`config.mk`:
```
export PLATFORM = sky130hd
export DESIGN_NAME = sar_seq
export DESIGN_NICKNAME = d
export VERILOG_FILES = /design/src/rtl/sar_pkg.sv /design/src/rtl/sar_ctrl.sv /design/src/rtl/sar_word.sv /design/src/rtl/sar_seq.sv
export SDC_FILE = /design/constraint.sdc
export NUM_CORES = 1
export LEC_CHECK = 0
export BUFFER_PORTS_ARGS = -buffer_cell sky130_fd_sc_hd__buf_2
export CAP_MARGIN = 5
export CORE_MARGIN = 8
export CORE_UTILIZATION = 50
export CTS_BUF_LIST = sky130_fd_sc_hd__clkbuf_8 sky130_fd_sc_hd__clkbuf_16
export DETAILED_ROUTE_END_ITERATION = 10
export HOLD_SLACK_MARGIN = 0.1
export PLACE_DENSITY = 0.69
export RECOVER_POWER = 50
export REMOVE_ABC_BUFFERS = 1
export SKIP_CTS_REPAIR_TIMING = 1
export SKIP_LAST_GASP = 1
export SLEW_MARGIN = 30
export SYNTH_ARGS = -nofsm -noshare
export SYNTH_HDL_FRONTEND = slang
export SYNTH_HIERARCHICAL = 1
export SYNTH_SLANG_ARGS = --single-unit
```
`constraint.sdc`:
```
create_clock -name clk -period 2.99 [get_ports clk]
set_input_delay 0.299 -clock clk [delete_from_list [all_inputs] [get_ports clk]]
set_output_delay 0.299 -clock clk [all_outputs]
set_load 0.005 [all_outputs]
```
`src/rtl/sar_pkg.sv`:
```
package sar_pkg;

  localparam int GAIN_W = 2;

  typedef enum logic [1:0] {
    ST_IDLE = 2'd0,
    ST_AMP  = 2'd1,
    ST_CONV = 2'd2
  } seq_st_e;

  // amplify cycles minus one: code 0 -> 1 cycle, 1 -> 2, 2 and 3 -> 3
  function automatic logic [GAIN_W-1:0] amp_last_f(input logic [GAIN_W-1:0] code);
    return (code >= GAIN_W'(2)) ? GAIN_W'(2) : code;
  endfunction

endpackage

```
`src/rtl/sar_ctrl.sv`:
```
module sar_ctrl
  import sar_pkg::*;
#(
  parameter int RES_HI = 12,
  parameter int RES_LO = 8
) (
  input  logic              clk,
  input  logic              rst_n,
  input  logic              start,
  input  logic              res_sel,
  input  logic              gain_en,
  input  logic [GAIN_W-1:0] gain_code,
  input  logic              flag_clr,
  input  logic              half_sel,
  output logic              busy,
  output logic              done_flag,
  output logic              load,
  output logic [RES_HI-1:0] load_msb,
  output logic              conv_on,
  output logic              neg_dec,
  output logic              neg_copy,
  output logic              finish,
  output logic              res12,
  output logic              gain_smp,
  output logic              gain_amp,
  output logic              conv_smp
);

  localparam int CNT_W = $clog2(RES_HI / 2 + 1);
  localparam logic [RES_HI-1:0] MSB_HI = RES_HI'(1) << (RES_HI - 1);
  localparam logic [RES_HI-1:0] MSB_LO = RES_HI'(1) << (RES_LO - 1);
  localparam logic [CNT_W-1:0]  LAST_HI = CNT_W'(RES_HI / 2);
  localparam logic [CNT_W-1:0]  LAST_LO = CNT_W'(RES_LO / 2);

  seq_st_e           st_q, st_d;
  logic [CNT_W-1:0]  cnt_q, cnt_d;
  logic              res_q, res_d;
  logic [GAIN_W-1:0] amp_q, amp_d;
  logic              flag_q, flag_d;
  logic [CNT_W-1:0]  last_cc;

  assign last_cc = res_q ? LAST_HI : LAST_LO;

  always_comb begin
    st_d     = st_q;
    cnt_d    = cnt_q;
    res_d    = res_q;
    amp_d    = amp_q;
    flag_d   = flag_q;
    load     = 1'b0;
    finish   = 1'b0;
    load_msb = res_q ? MSB_HI : MSB_LO;
    case (st_q)
      ST_IDLE: begin
        if (start) begin
          res_d  = res_sel;
          amp_d  = amp_last_f(gain_code);
          cnt_d  = '0;
          flag_d = 1'b0;
          if (gain_en) begin
            st_d = ST_AMP;
          end else begin
            st_d     = ST_CONV;
            load     = 1'b1;
            load_msb = res_sel ? MSB_HI : MSB_LO;
          end
        end
      end
      ST_AMP: begin
        if (cnt_q == CNT_W'(amp_q)) begin
          st_d  = ST_CONV;
          cnt_d = '0;
          load  = 1'b1;
        end else begin
          cnt_d = cnt_q + 1'b1;
        end
      end
      ST_CONV: begin
        if (cnt_q == last_cc) begin
          st_d   = ST_IDLE;
          cnt_d  = '0;
          finish = 1'b1;
          flag_d = 1'b1;
        end else begin
          cnt_d = cnt_q + 1'b1;
        end
      end
      default: st_d = ST_IDLE;
    endcase
    if (flag_clr && !finish) flag_d = 1'b0;
  end

  always_ff @(posedge clk or negedge rst_n) begin
    if (!rst_n) begin
      st_q   <= ST_IDLE;
      cnt_q  <= '0;
      res_q  <= 1'b0;
      amp_q  <= '0;
      flag_q <= 1'b0;
    end else begin
      st_q   <= st_d;
      cnt_q  <= cnt_d;
      res_q  <= res_d;
      amp_q  <= amp_d;
      flag_q <= flag_d;
    end
  end

  assign busy      = (st_q != ST_IDLE);
  assign done_flag = flag_q;
  assign res12     = res_q;
  assign conv_on   = (st_q == ST_CONV);
  assign neg_copy  = conv_on && (cnt_q == '0);
  assign neg_dec   = conv_on && (cnt_q != '0);
  assign conv_smp  = neg_copy && !half_sel;
  assign gain_smp  = (st_q == ST_AMP) && (cnt_q == '0) && !half_sel;
  assign gain_amp  = (st_q == ST_AMP) && !((cnt_q == '0) && !half_sel);

  // busy falls on the edge that raises the flag
  a_r8_busy_ends_with_flag: assert property (@(posedge clk) disable iff (!rst_n)
    $rose(done_flag) |-> $fell(busy));

  // a running conversion is not cut short by further starts
  a_r7_busy_holds: assert property (@(posedge clk) disable iff (!rst_n)
    (busy && !finish) |=> busy);

  // the three strobes never overlap
  a_r5_strobes_exclusive: assert property (@(posedge clk) disable iff (!rst_n)
    $onehot0({gain_smp, gain_amp, conv_smp}));

  // the converter samples only inside a conversion
  a_r2_sample_while_busy: assert property (@(posedge clk) disable iff (!rst_n)
    (gain_smp || gain_amp || conv_smp) |-> busy);

endmodule

```
`src/rtl/sar_word.sv`:
```
module sar_word #(
  parameter int RES_HI = 12,
  parameter int RES_LO = 8
) (
  input  logic              clk,
  input  logic              rst_n,
  input  logic              cmp_in,
  input  logic              load,
  input  logic [RES_HI-1:0] load_msb,
  input  logic              conv_on,
  input  logic              busy,
  input  logic              neg_dec,
  input  logic              neg_copy,
  input  logic              finish,
  input  logic              res12,
  output logic              half_sel,
  output logic [RES_HI-1:0] trial,
  output logic [RES_HI-1:0] result
);

  logic [RES_HI-1:0] word_p, mask_p, word_n, mask_n, res_q;
  logic [RES_HI-1:0] word_p_d, mask_p_d, word_n_d, mask_n_d;
  logic              tog_p, tog_n;

  // rising-edge half: decide the bit tried in the second half
  always_comb begin
    word_p_d = word_p;
    mask_p_d = mask_p;
    if (load) begin
      word_p_d = load_msb;
      mask_p_d = load_msb;
    end else if (conv_on) begin
      word_p_d = (cmp_in ? word_n : (word_n & ~mask_n)) | (mask_n >> 1);
      mask_p_d = mask_n >> 1;
    end
  end

  // falling-edge half: copy during the sample cycle, decide otherwise
  always_comb begin
    word_n_d = word_n;
    mask_n_d = mask_n;
    if (neg_copy) begin
      word_n_d = word_p;
      mask_n_d = mask_p;
    end else if (neg_dec) begin
      word_n_d = (cmp_in ? word_p : (word_p & ~mask_p)) | (mask_p >> 1);
      mask_n_d = mask_p >> 1;
    end
  end

  always_ff @(posedge clk or negedge rst_n) begin
    if (!rst_n) begin
      word_p <= '0;
      mask_p <= '0;
      res_q  <= '0;
      tog_p  <= 1'b0;
    end else begin
      word_p <= word_p_d;
      mask_p <= mask_p_d;
      tog_p  <= tog_n;
      if (finish) res_q <= word_n;
    end
  end

  always_ff @(negedge clk or negedge rst_n) begin
    if (!rst_n) begin
      word_n <= '0;
      mask_n <= '0;
      tog_n  <= 1'b0;
    end else begin
      word_n <= word_n_d;
      mask_n <= mask_n_d;
      tog_n  <= tog_p ^ busy;
    end
  end

  assign half_sel = tog_p ^ tog_n;
  assign trial    = half_sel ? word_n : word_p;
  assign result   = res_q;

  // at most one trial bit is pending
  a_r3_single_trial_bit: assert property (@(posedge clk) disable iff (!rst_n)
    $onehot0(mask_p));

  // the result moves only on the closing edge of a conversion
  a_r10_result_only_at_end: assert property (@(posedge clk) disable iff (!rst_n)
    !$stable(result) |-> $past(finish));

  // an 8-bit result leaves the top bits clear
  a_r6_narrow_aligned: assert property (@(posedge clk) disable iff (!rst_n)
    (finish && !res12) |=> (result[RES_HI-1:RES_LO] == '0));

endmodule

```
`src/rtl/sar_seq.sv`:
```
module sar_seq
  import sar_pkg::*;
#(
  parameter int RES_HI = 12,
  parameter int RES_LO = 8
) (
  input  logic              clk,
  input  logic              rst_n,
  input  logic              start,
  input  logic              res_sel,
  input  logic              gain_en,
  input  logic [GAIN_W-1:0] gain_code,
  input  logic              flag_clr,
  input  logic              cmp_in,
  output logic              gain_smp,
  output logic              gain_amp,
  output logic              conv_smp,
  output logic [RES_HI-1:0] trial,
  output logic [RES_HI-1:0] result,
  output logic              done_flag,
  output logic              busy
);

  logic              half_sel, load, conv_on, neg_dec, neg_copy, finish, res12;
  logic [RES_HI-1:0] load_msb;

  sar_ctrl #(.RES_HI(RES_HI), .RES_LO(RES_LO)) u_ctrl (
    .clk       (clk),
    .rst_n     (rst_n),
    .start     (start),
    .res_sel   (res_sel),
    .gain_en   (gain_en),
    .gain_code (gain_code),
    .flag_clr  (flag_clr),
    .half_sel  (half_sel),
    .busy      (busy),
    .done_flag (done_flag),
    .load      (load),
    .load_msb  (load_msb),
    .conv_on   (conv_on),
    .neg_dec   (neg_dec),
    .neg_copy  (neg_copy),
    .finish    (finish),
    .res12     (res12),
    .gain_smp  (gain_smp),
    .gain_amp  (gain_amp),
    .conv_smp  (conv_smp)
  );

  sar_word #(.RES_HI(RES_HI), .RES_LO(RES_LO)) u_word (
    .clk      (clk),
    .rst_n    (rst_n),
    .cmp_in   (cmp_in),
    .load     (load),
    .load_msb (load_msb),
    .conv_on  (conv_on),
    .busy     (busy),
    .neg_dec  (neg_dec),
    .neg_copy (neg_copy),
    .finish   (finish),
    .res12    (res12),
    .half_sel (half_sel),
    .trial    (trial),
    .result   (result)
  );

endmodule

```
==> impl_metrics.py, run 1 <==
metrics = {
    "drt": {
        "viasPerCell": 5.47,
        "wirelength_um": 9080,
        "wl_per_cell_um": 16.8,
        "firstDrtPassIters": 4,
        "vias": 2953,
        "dr.first_iter.drc_count": 150,
        "drc": 0,
        "ant_nets": 0,
    },
    "floorplanning": {
        "start_util": 0.506,
        "io_pins": 38,
        "core_area_um2": 7570,
        "dieArea_um2": 10700,
        "die_y_um": 104,
        "rows": 32,
        "die_w_um": 104,
    },
    "clocking": {
        "cts_tree": "yes",
        "clock_tree.root_cell": "clkbuf_8",
        "clock-sinks": 71,
        "htree_levels": 3,
        "ctsLongestPathBuffers": 2,
        "clk_pin_slew_worst_paths_ns": 0.07,
        "cts_made_buffers": 9,
        "clk_latency_ns": 0.34,
    },
    "global_routing": {
        "antenna_found_initial": 0,
        "grt_pass1_vias": 2954,
        "grt_pass1_wl_um": 14800,
        "grt_max_degree": 43,
        "grt_overflow_total": 0,
        "grt_util_all_layers": 0.167,
    },
    "place": {
        "placed_cell_area_um2": 4220,
        "gp_congestion": 0.813,
        "dp_cells": 515,
        "hpwl_um": 6200,
        "portBuffers": 37,
    },
    "power_and_ir_drop": {
        "p_switching_mw": 2.05,
        "p_int_mw": 3.27,
        "p_clk_frac": 0.121,
        "pwr-share-seq": 0.324,
        "p_per_area_nw_per_um2": 1150,
        "p_sw_frac": 0.386,
        "comb_power_share": 0.556,
        "p_leak_nw": 2.03,
        "ir_drop_mv": 0.489,
    },
    "setup_path": {
        "required_ns": 2.69,
        "start_kind": "register",
        "reg2reg_to": "u_word/word_n[7]",
        "r2r_slack_ns": -0.05,
        "end_kind": "primary output",
        "worstSetupEndpoint": "trial[7]",
        "r2r_cells": 6,
        "r2r_start": "u_ctrl/cnt_q[1]",
        "startpoint": "u_word/tog_n",
        "worstPathMaxFanout": 6,
        "cp.arrival_ns": 3.06,
        "crit_type": "reg2out",
    },
    "min_path": {
        "min-delay-path-class": "in2reg",
    },
    "flow_run": {
        "cap_violations": 0,
    },
    "timing": {
        "skew_ns": 0.0198,
        "hold_viol_final": 0,
        "setup_ws_ns": -0.365,
        "setup_viol": 26,
        "drv_slew": 0,
        "rsz0062_at_grt": "yes",
        "tns_ns": -5.31,
    },
    "synth": {
        "yosys_warnings": 6,
        "synth_seq_cells": 71,
        "synth-edff-count": 0,
        "synth_cells": 369,
        "synth_top_cell_area_share": 0.300,
        "async_flop_share": 1.00,
        "ys.flop_type": "dfrtp_1",
        "syn_area_per_cell_um2": 10.4,
        "synth-seq-area-share": 0.464,
        "synth_area_um2": 3830,
        "ys_types": 44,
        "synth_top_area_cell": "dfrtp_1",
        "synth_area_leaders": "dfrtp_1, dfrtn_1, mux2i_1",
    },
    "final_layout": {
        "postLayoutCellArea_um2": 4620,
        "layout_common_cells": "dfrtp_1, nand2_1, dfrtn_1",
        "fin_cells": 540,
        "area_delta_synth_final_pct": 20.4,
        "fillers": 627,
        "fin_nets": 448,
        "final_common_cell": "dfrtp_1",
        "n_antenna_cell": 0,
        "drive_gt1_frac": 0.263,
    },
    "status": {
        "violations": "negative setup slack",
        "status": "finished, violations left",
    },
}
[logic make-up after synthesis]
family / after synthesis / share of synthesized area
buffers and inverters: 52 / 0.0735
flip-flops: 71 / 0.464
XOR/XNOR: 5 / 0.0134
AND/OR/NAND/NOR: 88 / 0.117
other: 1 / 0.000978
AO/OA/AOI/OAI: 97 / 0.169
multiplexers: 49 / 0.143
adder cells (fa/ha/maj): 6 / 0.0196
[through the flow]
step           hold slack (ns)  worst slack [ns]  utilization  power (mW)
6_report                 0.197            -0.365        0.610        5.32
5_1_grt                  0.196            -0.421        0.610        5.68
4_1_cts                 -0.248            -0.429        0.578        4.82
3_5_place_dp             0.125            -0.130        0.557        4.17
3_3_place_gp             0.130           -0.0592        0.557        4.07
2_1_floorplan          0.00341             -1.33            -        3.22
[Yosys cell counts, drive strengths merged, types with 11 or more instances]
library cell and n:
dfrtp 46, nand2 33, o21ai 27, mux2 26
dfrtn 25, a21oi 24, buf 23, inv 23
mux2i 23, nand2b 17, o31ai 15, nor2 14
o22a 12, a21boi 11
[metal layers]
| metal | track usage | share of wire | vias to the layer above |
|---|---|---|---|
| li1 | - | - | 1378 |
| met5 | 0 | 0 | - |
| met2 | 0.282 | 0.50 | 75 |
| met1 | 0.200 | 0.45 | 1486 |
| met4 | 0.0546 | 0.016 | 0 |
| met3 | 0.0452 | 0.039 | 14 |
[final cells by class]
type	instances	area, µm²	share of cell area
clock buffer	9	124	0.0268
timing repair buffer	72	596	0.129
multi-input combinational	256	1870	0.406
clock inverter	7	33.8	0.00732
tap	102	128	0.0276
inverter	23	86.3	0.0187
sequential	71	1780	0.385
[how the worst min path moves through the flow]
stage	start	to	slack, ns	cells after the start
after floorplan	rst_n	u_ctrl/amp_q[0]	0.003	0
after global placement	rst_n	u_word/result[0]	0.13	1
after detailed placement	rst_n	u_word/result[0]	0.13	1
after CTS	rst_n	u_word/result[0]	-0.25	1
after global routing	gain_code[1]	u_ctrl/amp_q[1]	0.20	2
final	gain_code[1]	u_ctrl/amp_q[1]	0.20	2
[sequential cells by signal, indices dropped and copies added, names as in the netlist]
| signal | count |
|---|---|
| u_ctrl/st_q | 2 |
| u_word/word_n | 12 |
| u_ctrl/res12 | 1 |
| u_word/tog_n | 1 |
| u_word/word_p | 12 |
| u_ctrl/amp_q | 2 |
| u_word/tog_p | 1 |
| u_word/mask_p | 12 |
| u_word/mask_n | 12 |
| u_ctrl/cnt_q | 3 |
| u_word/result | 12 |
| u_ctrl/done_flag | 1 |
[power groups by stage]
stage	logic [mW]	clock network (mW)	registers, mW
3_5_place_dp	2.45	0	1.72
5_1_grt	3.22	0.696	1.77
6_report	2.96	0.641	1.72
3_3_place_gp	2.37	0	1.70
4_1_cts	2.46	0.659	1.70
2_1_floorplan	1.61	0	1.60
[worst max-delay path, stage by stage, from the launching register on]
cell	delay [ns]
dfrtn_1	0.44
xnor2_2	0.16
buf_6	0.19
mux2_4	0.32
buf_6	0.12
No activity file was read; power rests on OpenSTA's default activity.
==> run 2, diff against run 1 <==
--- a/config.mk
+++ b/config.mk
@@ -12,7 +12,7 @@
 export CTS_BUF_LIST = sky130_fd_sc_hd__clkbuf_8 sky130_fd_sc_hd__clkbuf_16
 export DETAILED_ROUTE_END_ITERATION = 10
 export HOLD_SLACK_MARGIN = 0.1
-export PLACE_DENSITY = 0.69
+export PLACE_DENSITY = 0.72
 export RECOVER_POWER = 50
 export REMOVE_ABC_BUFFERS = 1
 export SKIP_CTS_REPAIR_TIMING = 1
==> constraint.sdc (replaced) <==
create_clock -name clk -period 3.05 [get_ports clk]
set_input_delay 0.305 -clock clk [delete_from_list [all_inputs] [get_ports clk]]
set_output_delay 0.305 -clock clk [all_outputs]
set_load 0.005 [all_outputs]
==> impl_metrics.py, run 2 (same netlist as run 1, synthesis figures left out) <==
metrics = {
    "status": {
        "status": "finished, violations left",
        "violations": "max-capacitance violations, max-slew violations, negative setup slack",
    },
    "clocking": {
        "cts_tree": "yes",
        "ctsLongestPathBuffers": 2,
        "htree_levels": 3,
        "clk_pin_slew_worst_paths_ns": 0.07,
        "clk_latency_ns": 0.34,
        "clock-sinks": 71,
        "cts_made_buffers": 9,
        "clock_tree.root_cell": "clkbuf_8",
    },
    "drt": {
        "firstDrtPassIters": 4,
        "viasPerCell": 5.34,
        "wirelength_um": 8970,
        "drc": 0,
        "dr.first_iter.drc_count": 228,
        "ant_nets": 0,
        "vias": 2872,
        "wl_per_cell_um": 16.7,
    },
    "global_routing": {
        "grt_max_degree": 58,
        "antenna_found_initial": 0,
        "grt_pass1_wl_um": 14200,
        "grt_util_all_layers": 0.159,
        "grt_overflow_total": 0,
        "grt_pass1_vias": 2851,
    },
    "timing": {
        "setup_viol": 28,
        "setup_ws_ns": -0.333,
        "worst_pin_slew_ns": 1.63,
        "skew_ns": 0.0223,
        "rsz0062_at_grt": "yes",
        "tns_ns": -4.71,
        "slew_headroom": -0.0884,
        "hold_viol_final": 0,
        "hold_ws_ns": 0.206,
        "drv_slew": 32,
    },
    "final_layout": {
        "postLayoutCellArea_um2": 4610,
        "n_antenna_cell": 0,
        "layout_common_cells": "dfrtp_1, nand2_1, dfrtn_1, o21ai_0, a21oi_1",
        "fin_nets": 446,
        "final_common_cell": "dfrtp_1",
        "fin_cells": 538,
        "drive_gt1_frac": 0.259,
        "area_delta_synth_final_pct": 20.3,
    },
    "setup_path": {
        "crit_top_cell": "buf_6",
        "required_ns": 2.74,
        "end_kind": "primary output",
        "crit_slowest_cell": "dfrtn_1",
        "worstPathMaxFanout": 6,
        "r2r_start": "u_ctrl/cnt_q[0]",
        "slowest_delay_ns": 0.45,
        "cp.arrival_ns": 3.08,
        "start_kind": "register",
        "crit_type": "reg2out",
        "r2r_cells": 6,
        "reg2reg_to": "u_word/word_n[7]",
        "path_cells": "xnor2_2, buf_6, mux2_4, buf_6",
        "r2r_slack_ns": -0.04,
    },
    "min_path": {
        "whs_endpoint": "u_ctrl/res12",
        "min-delay-start": "res_sel",
        "min-delay-path-class": "in2reg",
        "hold_path_depth": 2,
    },
    "floorplanning": {
        "io_pins": 38,
        "start_util": 0.506,
        "dieArea_um2": 10700,
        "die_w_um": 104,
        "rows": 32,
        "core_area_um2": 7570,
        "die_y_um": 104,
    },
    "power_and_ir_drop": {
        "ir_drop_mv": 0.466,
        "p_total_mw": 5.22,
        "p_leak_nw": 2.02,
        "p_per_area_nw_per_um2": 1130,
    },
    "flow_run": {
        "cap_violations": 1,
    },
    "place": {
        "dp_cells": 514,
        "gp_congestion": 0.814,
        "hpwl_um": 5800,
        "portBuffers": 37,
        "placed_cell_area_um2": 4210,
    },
}
[run 2: cell types whose count changed in the layout (fill, tap and decap cells not counted), moves of 2 or more]
cell and change:
a21boi_0 +2, clkbuf_8 +2, a21boi_1 -2, buf_4 -5, buf_6 +3
[run 2: layout make-up]
class                   instances  area, µm²
clock buffers                  11        151
clock inverters                 5       23.8
fillers                       631       2960
inverters                      23       86.3
multi-input cells             256       1860
flip-flops and latches         71       1780
well taps                     102        128
repair buffers                 70        586
[run 2: metrics by stage]
step / worst slack (ns) / utilization
after floorplan: -1.30 / -
after global placement: -0.0407 / 0.556
after detailed placement: -0.0638 / 0.556
after CTS: -0.407 / 0.580
after global routing: -0.410 / 0.609
final: -0.333 / 0.609
[run 2: layer usage]
metal	up-vias	routed length, µm	share of wire	GRT usage
met3	12	409	0.046	0.0279
li1	1376	-	-	-
met1	1414	4170	0.46	0.205
met2	70	4290	0.48	0.256
met5	-	0	0	0
met4	0	95	0.011	0.0693
[run 2: how the worst max path moves through the flow]
| stage | from | endpoint |
|---|---|---|
| 2_1_floorplan | u_ctrl/st_q[0] | u_word/word_n[6] |
| 3_3_place_gp | u_word/tog_n | trial[7] |
| 3_5_place_dp | u_ctrl/st_q[0] | u_word/word_n[2] |
| 4_1_cts | u_word/tog_n | trial[6] |
| 5_1_grt | u_word/tog_n | trial[9] |
| 6_report | u_word/tog_n | trial[9] |
[run 2: worst max-delay path: cells and delay by family, from the launching register on]
family | cells | cell delay, ns
flip-flops | 1 | 0.45
multiplexers | 1 | 0.31
buffers and inverters | 2 | 0.30
XOR/XNOR | 1 | 0.17
[run 2: report_power, final]
part	switching (mW)	total, mW	internal (mW)
Clock	0.343	0.674	0.331
Sequential	0.355	1.68	1.32
Combinational	1.30	2.87	1.57
Total	2.00	5.22	3.22
==> run 3, diff against run 2 <==
--- a/config.mk
+++ b/config.mk
@@ -6,13 +6,12 @@
 export NUM_CORES = 1
 export LEC_CHECK = 0
 export BUFFER_PORTS_ARGS = -buffer_cell sky130_fd_sc_hd__buf_2
-export CAP_MARGIN = 5
+export CAP_MARGIN = 20
 export CORE_MARGIN = 8
-export CORE_UTILIZATION = 50
+export CORE_UTILIZATION = 25
 export CTS_BUF_LIST = sky130_fd_sc_hd__clkbuf_8 sky130_fd_sc_hd__clkbuf_16
 export DETAILED_ROUTE_END_ITERATION = 10
 export HOLD_SLACK_MARGIN = 0.1
-export PLACE_DENSITY = 0.72
 export RECOVER_POWER = 50
 export REMOVE_ABC_BUFFERS = 1
 export SKIP_CTS_REPAIR_TIMING = 1
==> impl_metrics.py, run 3 (same netlist as run 1, synthesis figures left out) <==
metrics = {
    "timing": {
        "worst_pin_slew_ns": 1.16,
        "drv_slew": 0,
        "slew_headroom": 0.224,
        "hold_viol_final": 0,
        "setup_ws_ns": -0.376,
        "setup_viol": 31,
        "skew_ns": 0.0136,
        "rsz0062_at_grt": "yes",
    },
    "drt": {
        "dr.first_iter.drc_count": 175,
        "firstDrtPassIters": 4,
        "viasPerCell": 4.56,
        "wl_per_cell_um": 15.2,
        "drc": 0,
        "wirelength_um": 9430,
        "ant_nets": 0,
        "vias": 2834,
    },
    "floorplanning": {
        "start_util": 0.254,
        "dieArea_um2": 19500,
        "io_pins": 38,
        "rows": 45,
        "die_y_um": 140,
        "die_w_um": 140,
        "core_area_um2": 15100,
    },
    "min_path": {
        "whs_endpoint": "u_ctrl/amp_q[1]",
        "min-delay-start": "gain_code[1]",
        "min-delay-path-class": "in2reg",
        "hold_path_depth": 2,
    },
    "final_layout": {
        "drive_gt1_frac": 0.247,
        "fin_nets": 443,
        "multi_input_area_um2": 1850,
        "layout_common_cells": "dfrtp_1, nand2_1, o21ai_0, dfrtn_1",
        "final_common_cell": "dfrtp_1",
        "n_antenna_cell": 0,
        "area_delta_synth_final_pct": 22.3,
        "fillers": 1546,
        "final_core_util": 0.311,
        "postLayoutCellArea_um2": 4690,
        "regArea_um2": 1780,
    },
    "clocking": {
        "clock-sinks": 71,
        "ctsLongestPathBuffers": 2,
        "cts_made_buffers": 9,
        "clk_latency_ns": 0.33,
        "htree_levels": 3,
        "clk_pin_slew_worst_paths_ns": 0.05,
        "clock_tree.root_cell": "clkbuf_16",
        "cts_tree": "yes",
    },
    "setup_path": {
        "crit_type": "reg2out",
        "r2r_slack_ns": 0.03,
        "cp_num_buf_inv": 3,
        "worstPathMaxFanout": 14,
        "reg2reg_to": "u_word/word_n[2]",
        "slowest_delay_ns": 0.44,
        "end_kind": "primary output",
        "path_delay_family": "flip-flops",
        "cp.arrival_ns": 3.12,
        "start_kind": "register",
        "r2r_cells": 6,
        "crit_slowest_cell": "dfrtn_1",
        "path_cells": "xnor2_2, buf_12, inv_1, nor2_2, and2_1, buf_2",
        "r2r_start": "u_ctrl/cnt_q[1]",
        "startpoint": "u_word/tog_n",
        "required_ns": 2.74,
    },
    "flow_run": {
        "cap_violations": 0,
    },
    "place": {
        "gp_congestion": 0.832,
        "pre_cts_ws_ns": -0.120,
        "placed_cell_area_um2": 4320,
        "portBuffers": 37,
        "hpwl_um": 6680,
    },
    "status": {
        "status": "finished, violations left",
        "violations": "negative setup slack",
    },
    "global_routing": {
        "grt_pass1_wl_um": 15300,
        "globalRouteMet3Util": 0.0243,
        "grt_max_degree": 46,
        "grt_overflow_total": 0,
        "met2_usage": 0.168,
        "grt_util_all_layers": 0.0986,
        "grt_pass1_vias": 2969,
        "grt_use_met1": 0.113,
        "busiest_layer": "met2",
        "antenna_found_initial": 0,
    },
    "power_and_ir_drop": {
        "p_per_area_nw_per_um2": 1120,
        "ir_drop_mv": 0.341,
        "p_leak_nw": 1.99,
    },
}
-- run 3: cell count changes in the layout (fill, tap and decap cells not counted), sizes merged --
cell	previous run	this run
buf	52	45
clkbuf	28	33
clkinv	4	3
-- run 3: area by class of cell --
type / instances / area share
multi-input combinational: 256 / 0.395
timing repair buffer: 67 / 0.0935
clock buffer: 12 / 0.0593
tap: 188 / 0.0502
inverter: 23 / 0.0184
sequential: 71 / 0.379
clock inverter: 4 / 0.00401
-- run 3: metal layers --
| layer | part of all wire | routed length, µm | vias to the layer above |
|---|---|---|---|
| li1 | - | - | 1374 |
| met1 | 0.45 | 4210 | 1393 |
| met2 | 0.49 | 4630 | 49 |
| met3 | 0.034 | 322 | 18 |
| met4 | 0.028 | 267 | 0 |
| met5 | 0 | 0 | - |
-- run 3: stage by stage --
stage | setup TNS, ns | power, mW | std cells | hold slack, ns
2_1_floorplan | -35.40 | 3.15 | 349 | 0.00941
3_3_place_gp | -0.782 | 4.02 | 600 | 0.322
3_5_place_dp | -1.31 | 4.09 | 600 | 0.320
4_1_cts | -6.76 | 5.13 | 616 | -0.0256
5_1_grt | -11.35 | 5.62 | 621 | 0.237
6_report | -5.74 | 5.23 | 621 | 0.228
-- run 3: worst max path at each step --
stage,slack [ns],cells past startpoint,to
after global placement,-0.08,6,gain_smp
after floorplan,-1.30,6,u_word/word_n[6]
after CTS,-0.45,6,gain_smp
final,-0.38,6,gain_smp
after global routing,-0.45,6,gain_smp
after detailed placement,-0.12,7,u_word/word_n[6]
-- run 3: power by group --
part / leakage [nW] / internal, mW / total [mW] / switching [mW]
Clock: 0.155 / 0.637 / 1.01 / 0.375
Combinational: 1.00 / 1.30 / 2.55 / 1.26
Sequential: 0.840 / 1.32 / 1.66 / 0.341
